==> src/rtl/ats_pkg.sv <==
package ats_pkg;

  // Galois right-shift feedback masks giving maximal-length sequences
  function automatic logic [31:0] galois_mask(input int width);
    logic [31:0] m;
    case (width)
      2:  m = 32'h3;
      3:  m = 32'h6;
      4:  m = 32'hC;
      5:  m = 32'h14;
      6:  m = 32'h30;
      7:  m = 32'h60;
      8:  m = 32'hB8;
      9:  m = 32'h110;
      10: m = 32'h240;
      11: m = 32'h500;
      12: m = 32'hE08;
      13: m = 32'h1C80;
      14: m = 32'h3802;
      15: m = 32'h6000;
      16: m = 32'hD008;
      default: m = 32'h0;
    endcase
    return m;
  endfunction

endpackage

==> src/rtl/ats_lfsr_lane.sv <==
module ats_lfsr_lane #(
  parameter int VEC_W = 4,
  parameter int SEED  = 1
) (
  input  logic             clk,
  input  logic             rst,
  input  logic             vld,
  input  logic [VEC_W-1:0] vec,
  output logic             hit,
  output logic             fin_nxt
);
  import ats_pkg::*;

  localparam logic [31:0]      MASK32 = galois_mask(VEC_W);
  localparam logic [VEC_W-1:0] MASK   = MASK32[VEC_W-1:0];
  localparam logic [31:0]      SEED32 = SEED;
  localparam logic [VEC_W-1:0] SEED_V = SEED32[VEC_W-1:0];

  logic [VEC_W-1:0] state_q;
  logic [VEC_W-1:0] step_v;
  logic             fin_q;

  always_comb begin
    step_v = {1'b0, state_q[VEC_W-1:1]} ^ (state_q[0] ? MASK : '0);
    hit    = vld && !fin_q && (vec == state_q);
    fin_nxt = fin_q || (hit && (step_v == SEED_V));
  end

  always_ff @(posedge clk) begin
    if (rst) begin
      state_q <= SEED_V;
      fin_q   <= 1'b0;
    end else begin
      if (hit) state_q <= step_v;
      fin_q <= fin_nxt;
    end
  end

  assert_step_on_hit_R3: assert property (@(posedge clk) disable iff (rst)
    hit |=> (state_q != $past(state_q)));

  assert_hold_no_hit_R4: assert property (@(posedge clk) disable iff (rst)
    !hit |=> $stable(state_q));

  assert_fin_at_seed_R7: assert property (@(posedge clk) disable iff (rst)
    fin_q |-> (state_q == SEED_V));

  assert_fin_sticky_R7: assert property (@(posedge clk) disable iff (rst)
    fin_q |=> fin_q);

  assert_no_hit_when_idle_R2: assert property (@(posedge clk) disable iff (rst)
    !vld |-> !hit);

endmodule

==> src/rtl/ats_rve_merge.sv <==
module ats_rve_merge #(
  parameter int NUM_LFSR  = 2,
  parameter bit SHARED_EN = 1'b0,
  parameter int EN_W      = SHARED_EN ? 1 : NUM_LFSR
) (
  input  logic                clk,
  input  logic                rst,
  input  logic [NUM_LFSR-1:0] hit,
  output logic [EN_W-1:0]     rve_o
);

  logic [EN_W-1:0] rve_d;

  generate
    if (SHARED_EN) begin : g_shared
      always_comb rve_d = EN_W'(|hit);
    end else begin : g_split
      always_comb rve_d = EN_W'(hit);
    end
  endgenerate

  always_ff @(posedge clk) begin
    if (rst) rve_o <= '0;
    else     rve_o <= rve_d;
  end

  generate
    if (SHARED_EN) begin : g_chk_shared
      assert_shared_from_hit_R6: assert property (@(posedge clk) disable iff (rst)
        (|hit) |=> rve_o[0]);
    end else begin : g_chk_split
      assert_split_onehot_R5: assert property (@(posedge clk) disable iff (rst)
        $onehot0(hit) |=> $onehot0(rve_o));
    end
  endgenerate

endmodule

==> src/rtl/ats_done_track.sv <==
module ats_done_track #(
  parameter int NUM_LFSR = 2
) (
  input  logic                clk,
  input  logic                rst,
  input  logic [NUM_LFSR-1:0] fin_nxt,
  output logic                done_o
);

  always_ff @(posedge clk) begin
    if (rst) done_o <= 1'b0;
    else     done_o <= &fin_nxt;
  end

  assert_done_sticky_R8: assert property (@(posedge clk) disable iff (rst)
    done_o |=> done_o);

endmodule

==> src/rtl/ats_monitor.sv <==
module ats_monitor #(
  parameter int VEC_W     = 4,
  parameter int NUM_LFSR  = 2,
  parameter bit SHARED_EN = 1'b0,
  parameter int EN_W      = SHARED_EN ? 1 : NUM_LFSR
) (
  input  logic             clk,
  input  logic             rst,
  input  logic             vld_i,
  input  logic [VEC_W-1:0] vec_i,
  output logic [EN_W-1:0]  rve_o,
  output logic             done_o
);

  logic [NUM_LFSR-1:0] lane_hit;
  logic [NUM_LFSR-1:0] lane_fin_nxt;

  generate
    for (genvar i = 0; i < NUM_LFSR; i++) begin : g_lane
      ats_lfsr_lane #(
        .VEC_W (VEC_W),
        .SEED  (i + 1)
      ) u_lane (
        .clk     (clk),
        .rst     (rst),
        .vld     (vld_i),
        .vec     (vec_i),
        .hit     (lane_hit[i]),
        .fin_nxt (lane_fin_nxt[i])
      );
    end
  endgenerate

  ats_rve_merge #(
    .NUM_LFSR  (NUM_LFSR),
    .SHARED_EN (SHARED_EN),
    .EN_W      (EN_W)
  ) u_merge (
    .clk   (clk),
    .rst   (rst),
    .hit   (lane_hit),
    .rve_o (rve_o)
  );

  ats_done_track #(
    .NUM_LFSR (NUM_LFSR)
  ) u_done (
    .clk     (clk),
    .rst     (rst),
    .fin_nxt (lane_fin_nxt),
    .done_o  (done_o)
  );

  assert_quiet_after_done_R7: assert property (@(posedge clk) disable iff (rst)
    done_o |=> (rve_o == '0));

endmodule

==> config.mk <==
export PLATFORM = sky130hd
export DESIGN_NAME = ats_monitor
export DESIGN_NICKNAME = d
export VERILOG_FILES = /design/src/rtl/ats_pkg.sv /design/src/rtl/ats_lfsr_lane.sv /design/src/rtl/ats_rve_merge.sv /design/src/rtl/ats_done_track.sv /design/src/rtl/ats_monitor.sv
export SDC_FILE = /design/constraint.sdc
export NUM_CORES = 1
export LEC_CHECK = 0
export BUFFER_PORTS_ARGS = -buffer_cell sky130_fd_sc_hd__buf_2
export CORE_AREA = 4 4 41 43
export CTS_CLUSTER_DIAMETER = 30
export DETAILED_ROUTE_END_ITERATION = 7
export DIE_AREA = 0 0 45 47
export PLACE_DENSITY = 0.67
export SLEW_MARGIN = 30
export SYNTH_ARGS = -nofsm -noshare
export SYNTH_HDL_FRONTEND = slang
export SYNTH_SLANG_ARGS = --single-unit
==> constraint.sdc <==
create_clock -name clk -period 3.1 [get_ports clk]
set_input_delay 0.155 -clock clk [delete_from_list [all_inputs] [get_ports clk]]
set_output_delay 0.155 -clock clk [all_outputs]
set_load 0.03 [all_outputs]
Yosys cells after proc, flatten, opt, wreduce, memory -nomap -nowiden. Cells that the tools add are included.

Output and inout port bits: 3. Flip-flop bits (word level): 13. Word-level logic and storage cells: 25.

Reduce and logical (&&, ||, !) cells: 11. Muxes and demuxes: 2. Eq/ne operators: 4. Bitwise operators: 2.

Operators by type and width (count): $eq 4x4->1 (2); $mux 4 (2); $xor 3x4->4 (2); $logic_and 1x1->1 (6); $eq 4x1->1 const B (1); $eq 4x2->1 const B (1); $logic_not 1->1 (2); $logic_or 1x1->1 (2); $reduce_and 2->1 (1).

Depth between registers and ports, before layout.
Depth after elaboration: 6. Mapped depth: 6.

By module. A second synthesis with hierarchy kept.

Cells, all modules: 72. Area, all modules: 650.6 µm².

By module, submodules not included: ats_lfsr_lane at g_lane[1].u_lane (cells an instance 33, instances 1, seq. area each 100.1 µm², area an instance 289.0 µm²); ats_lfsr_lane at g_lane[0].u_lane (cells an instance 33, instances 1, seq. area each 100.1 µm², area an instance 280.3 µm²); ats_rve_merge (cells an instance 4, instances 1, seq. area each 40.0 µm², area an instance 52.6 µm²); ats_done_track (cells an instance 2, instances 1, seq. area each 20.0 µm², area an instance 28.8 µm²).

Worst setup path after synthesis. OpenSTA, ideal clock, no wires.

Kind: register to register. Start point: reg g_lane[0].u_lane.state_q[0]. End point: reg g_lane[0].u_lane.state_q[0]. Arrival: 1193 ps. Stages on the path, launching flop included: 5. Period minus slack after synthesis: 1313 ps. Setup slack: 1787 ps. Cell sequence: dfxtp_1 xor2_1 nor4_4 a21oi_2 a211o_1.

Cells in the longest elaborated chain, start to end: 2.

Ends and longest elaborated chain: from (decl) (line ats_lfsr_lane.sv:19) `logic [VEC_W-1:0] state_q;`; from (signal assigned) (line ats_lfsr_lane.sv:34) `if (hit) state_q <= step_v;`; $eq 4x4->1 (line ats_lfsr_lane.sv:25) `hit = vld && !fin_q && (vec == state_q);`; $logic_and 1x1->1 (line ats_lfsr_lane.sv:25).

No other way between the ends. A chain may end at the register's enable or synchronous reset.

Worst setup path in the final report.
Start point: reg g_lane[1].u_lane.state_q[3]. End point: reg g_lane[1].u_lane.state_q[3].

Cells in the longest elaborated chain, start to end: 2.

Ends and longest elaborated chain (line): from (decl) (ats_lfsr_lane.sv:19); from (signal assigned) (ats_lfsr_lane.sv:34); $eq 4x4->1 (ats_lfsr_lane.sv:25); $logic_and 1x1->1 (ats_lfsr_lane.sv:25).

No other way between the ends.

==> impl_metrics.toml <==
[worst_setup_path]
critPathMaxFanout = 5
cp-start-kind = "flip-flop"
critical_path.endpoint_type = "flip-flop"
crit_type = "reg -> reg"
cp_data_arrival_time_ns = 1.61
crit_required_ns = 3.30

[synth]
synth_adder_area_share = 0.0394
yosysSeqAreaShare = 0.409
syn_nets = 74
yosysWarnings = 0
avgSynthCellArea_sq_um = 9.78
synth_mux_area_frac = 0.0787
synthSimpleGateAreaFrac = 0.256
synth_cell_types = 23
synth_xor_area_frac = 0.110
syn_inst = 65
synth_compound_area_frac = 0.0689
netlist_area_sq_um = 636
ys_seq_elements = 13
synth_top_family_by_area = "simple AND/OR/NAND/NOR gates"

[sta]
worst_slew_pin_slew_ns = 0.385
rsz0062_at_grt = "no"
setup_viol = 0
period_needed_ns = 1.41
finalSetupTns_ns = 0
hold_viol_final = 0
finClkSkew_ns = 0.00162
period_share = 0.456
timing.fmax_mhz = 707
maxSlewViolCount = 0
hold_ws_ns = 0.201
slew_headroom = 0.741

[drt]
antenna_left = 0
drtIter0Drc = 9
avgViaCountPerCell = 4.81
firstDrtPassIters = 4
wl_per_cell_microns = 11.6
routed_wl_microns = 1050
route.detailed.drc = 0
vias = 438

[placement]
place.gp.congestion = 0.727
dp_hpwl_microns = 811
portBuffers = 9

[global_routing]
grt-ovfl-total = 0
antenna_found_initial = 0
busiest_layer = "met2"
grt_pass1_vias = 417
grt_pass1_wl_microns = 1770
use_met3 = 0.0575
grtUsageMet2 = 0.175
grt_max_degree = 19
grt_usage = 0.118
gr-usage-met1 = 0.152

[clock_tree]
cts_tree = "yes"
ctsHoldBuffers = 0
cts.sinks = 13
cts_root_buf = "clkbuf_4"
cts_max_level = 1
cts_buffers = 3
post_cts_buffers = 0
clk_pin_slew_ns = 0.07
clk_latency_ns = 0.27
clockBufferDepth = 2
ctsResizeCount = 0

[cells_and_area]
diodes = 0
final_nets = 86
layout-drive-gt1-share = 0.197
fillCellCount = 129
areaGrowthSynthToFinish_pct = 12.8

[pwr]
peakVddDrop_v = 0.000326
leakagePower_uw = 0.000292
power.total_uw = 299
power.density_nw_per_um2 = 416

[worst_hold_path]
min_path_type = "in -> reg"

[floorplanning]
start_util = 0.488
die_x_microns = 45
fp.dieArea_sq_um = 2120
row_count = 13
fp.coreArea_sq_um = 1300
io-pin-count = 10
die_h_microns = 47

[flow_run]
max_cap_viol_count = 0

[outcome]
status = "finished clean"
sequential cells by signal (all words and copies together), names as in the netlist:
signal                 cells
g_lane.u_lane.fin_q        2
g_lane.u_lane.state_q      8
u_done.done_o              1
u_merge.rve_o              2
logic make-up (layout without fill, tap and decap cells):
family / after synthesis / count (layout)
xor+xnor: 8 / 8
flops: 13 / 13
fa+ha+maj: 2 / 2
compound gates: 6 / 6
simple gates: 25 / 25
mux: 5 / 5
buf+inv: 6 / 17
Yosys cell counts (all sizes together):
library cell,instances,share of area
inv,4,0.024
and4b,2,0.031
nor4,1,0.033
xnor2,2,0.028
a21oi,2,0.022
nor3,2,0.016
nor2b,1,0.0098
o31ai,1,0.012
a211o,1,0.014
a41oi,1,0.014
ha,2,0.039
xor2,6,0.083
mux2i,5,0.079
nor2,6,0.035
nand2b,8,0.079
and2,1,0.012
dfxtp,13,0.41
o21ai,1,0.0079
clkbuf,1,0.0059
nand4b,2,0.028
nand2,2,0.012
buf,1,0.0079
power by group:
group | internal (uW) | switching, uW | total (uW)
Clock | 49.8 | 50.3 | 100
Combinational | 12.1 | 15.6 | 27.8
Sequential | 169 | 1.81 | 171
Total | 231 | 67.7 | 299
layout by cell type, fill, tap and decap left out, types with 2 or more instances in the layout:
| master | n |
|---|---|
| dfxtp_1 | 13 |
| buf_2 | 9 |
| nand2b_1 | 8 |
| nor2_1 | 6 |
| xor2_1 | 6 |
| mux2i_1 | 5 |
| inv_1 | 4 |
| clkbuf_4 | 3 |
| nor3_1 | 2 |
| xnor2_1 | 2 |
| and4b_1 | 2 |
| nand4b_1 | 2 |
| nand2_1 | 2 |
| ha_1 | 2 |
area by class of cell:
class	instances	area, sq um	area share
Tap cell	15	18.8	0.0262
Timing Repair Buffer	9	45.0	0.0628
Multi-Input combinational cell	46	352	0.490
Clock buffer	4	26.3	0.0366
Sequential cell	13	260	0.363
Inverter	4	15.0	0.0209
critical path, stage by stage (launching register included):
cell	delay (ns)
dfxtp_1	0.33
xor2_1	0.16
nor3_1	0.23
and4b_1	0.41
mux2i_1	0.22
per-layer routing:
metal / wire length (microns) / share of wire
met2: 423 / 0.40
met4: 9 / 0.0085
met3: 76 / 0.072
met1: 544 / 0.52
met5: 0 / 0
per-stage QoR:
step           worst slack, ns  utilization  std cells  cell area, sq um
6_report                  1.69        0.551         91               717
5_1_grt                   1.61        0.551         91               717
4_1_cts                   1.69        0.551         91               717
3_5_place_dp              1.70        0.531         87               691
3_3_place_gp              1.71        0.531         87               691
2_1_floorplan             1.79            -         65               636
worst paths after layout:
path / from / cells past startpoint / end / slack (ns)
worst max register to register: g_lane[1].u_lane.state_q[3] / 4 / g_lane[1].u_lane.state_q[3] / 1.69
worst min register to register: g_lane[1].u_lane.fin_q / 2 / g_lane[1].u_lane.fin_q / 0.50
worst min-delay path: vld_i / 3 / g_lane[1].u_lane.fin_q / 0.20
worst max-delay path: g_lane[1].u_lane.state_q[3] / 4 / g_lane[1].u_lane.state_q[3] / 1.69
Power figures use the tool's default switching activity.
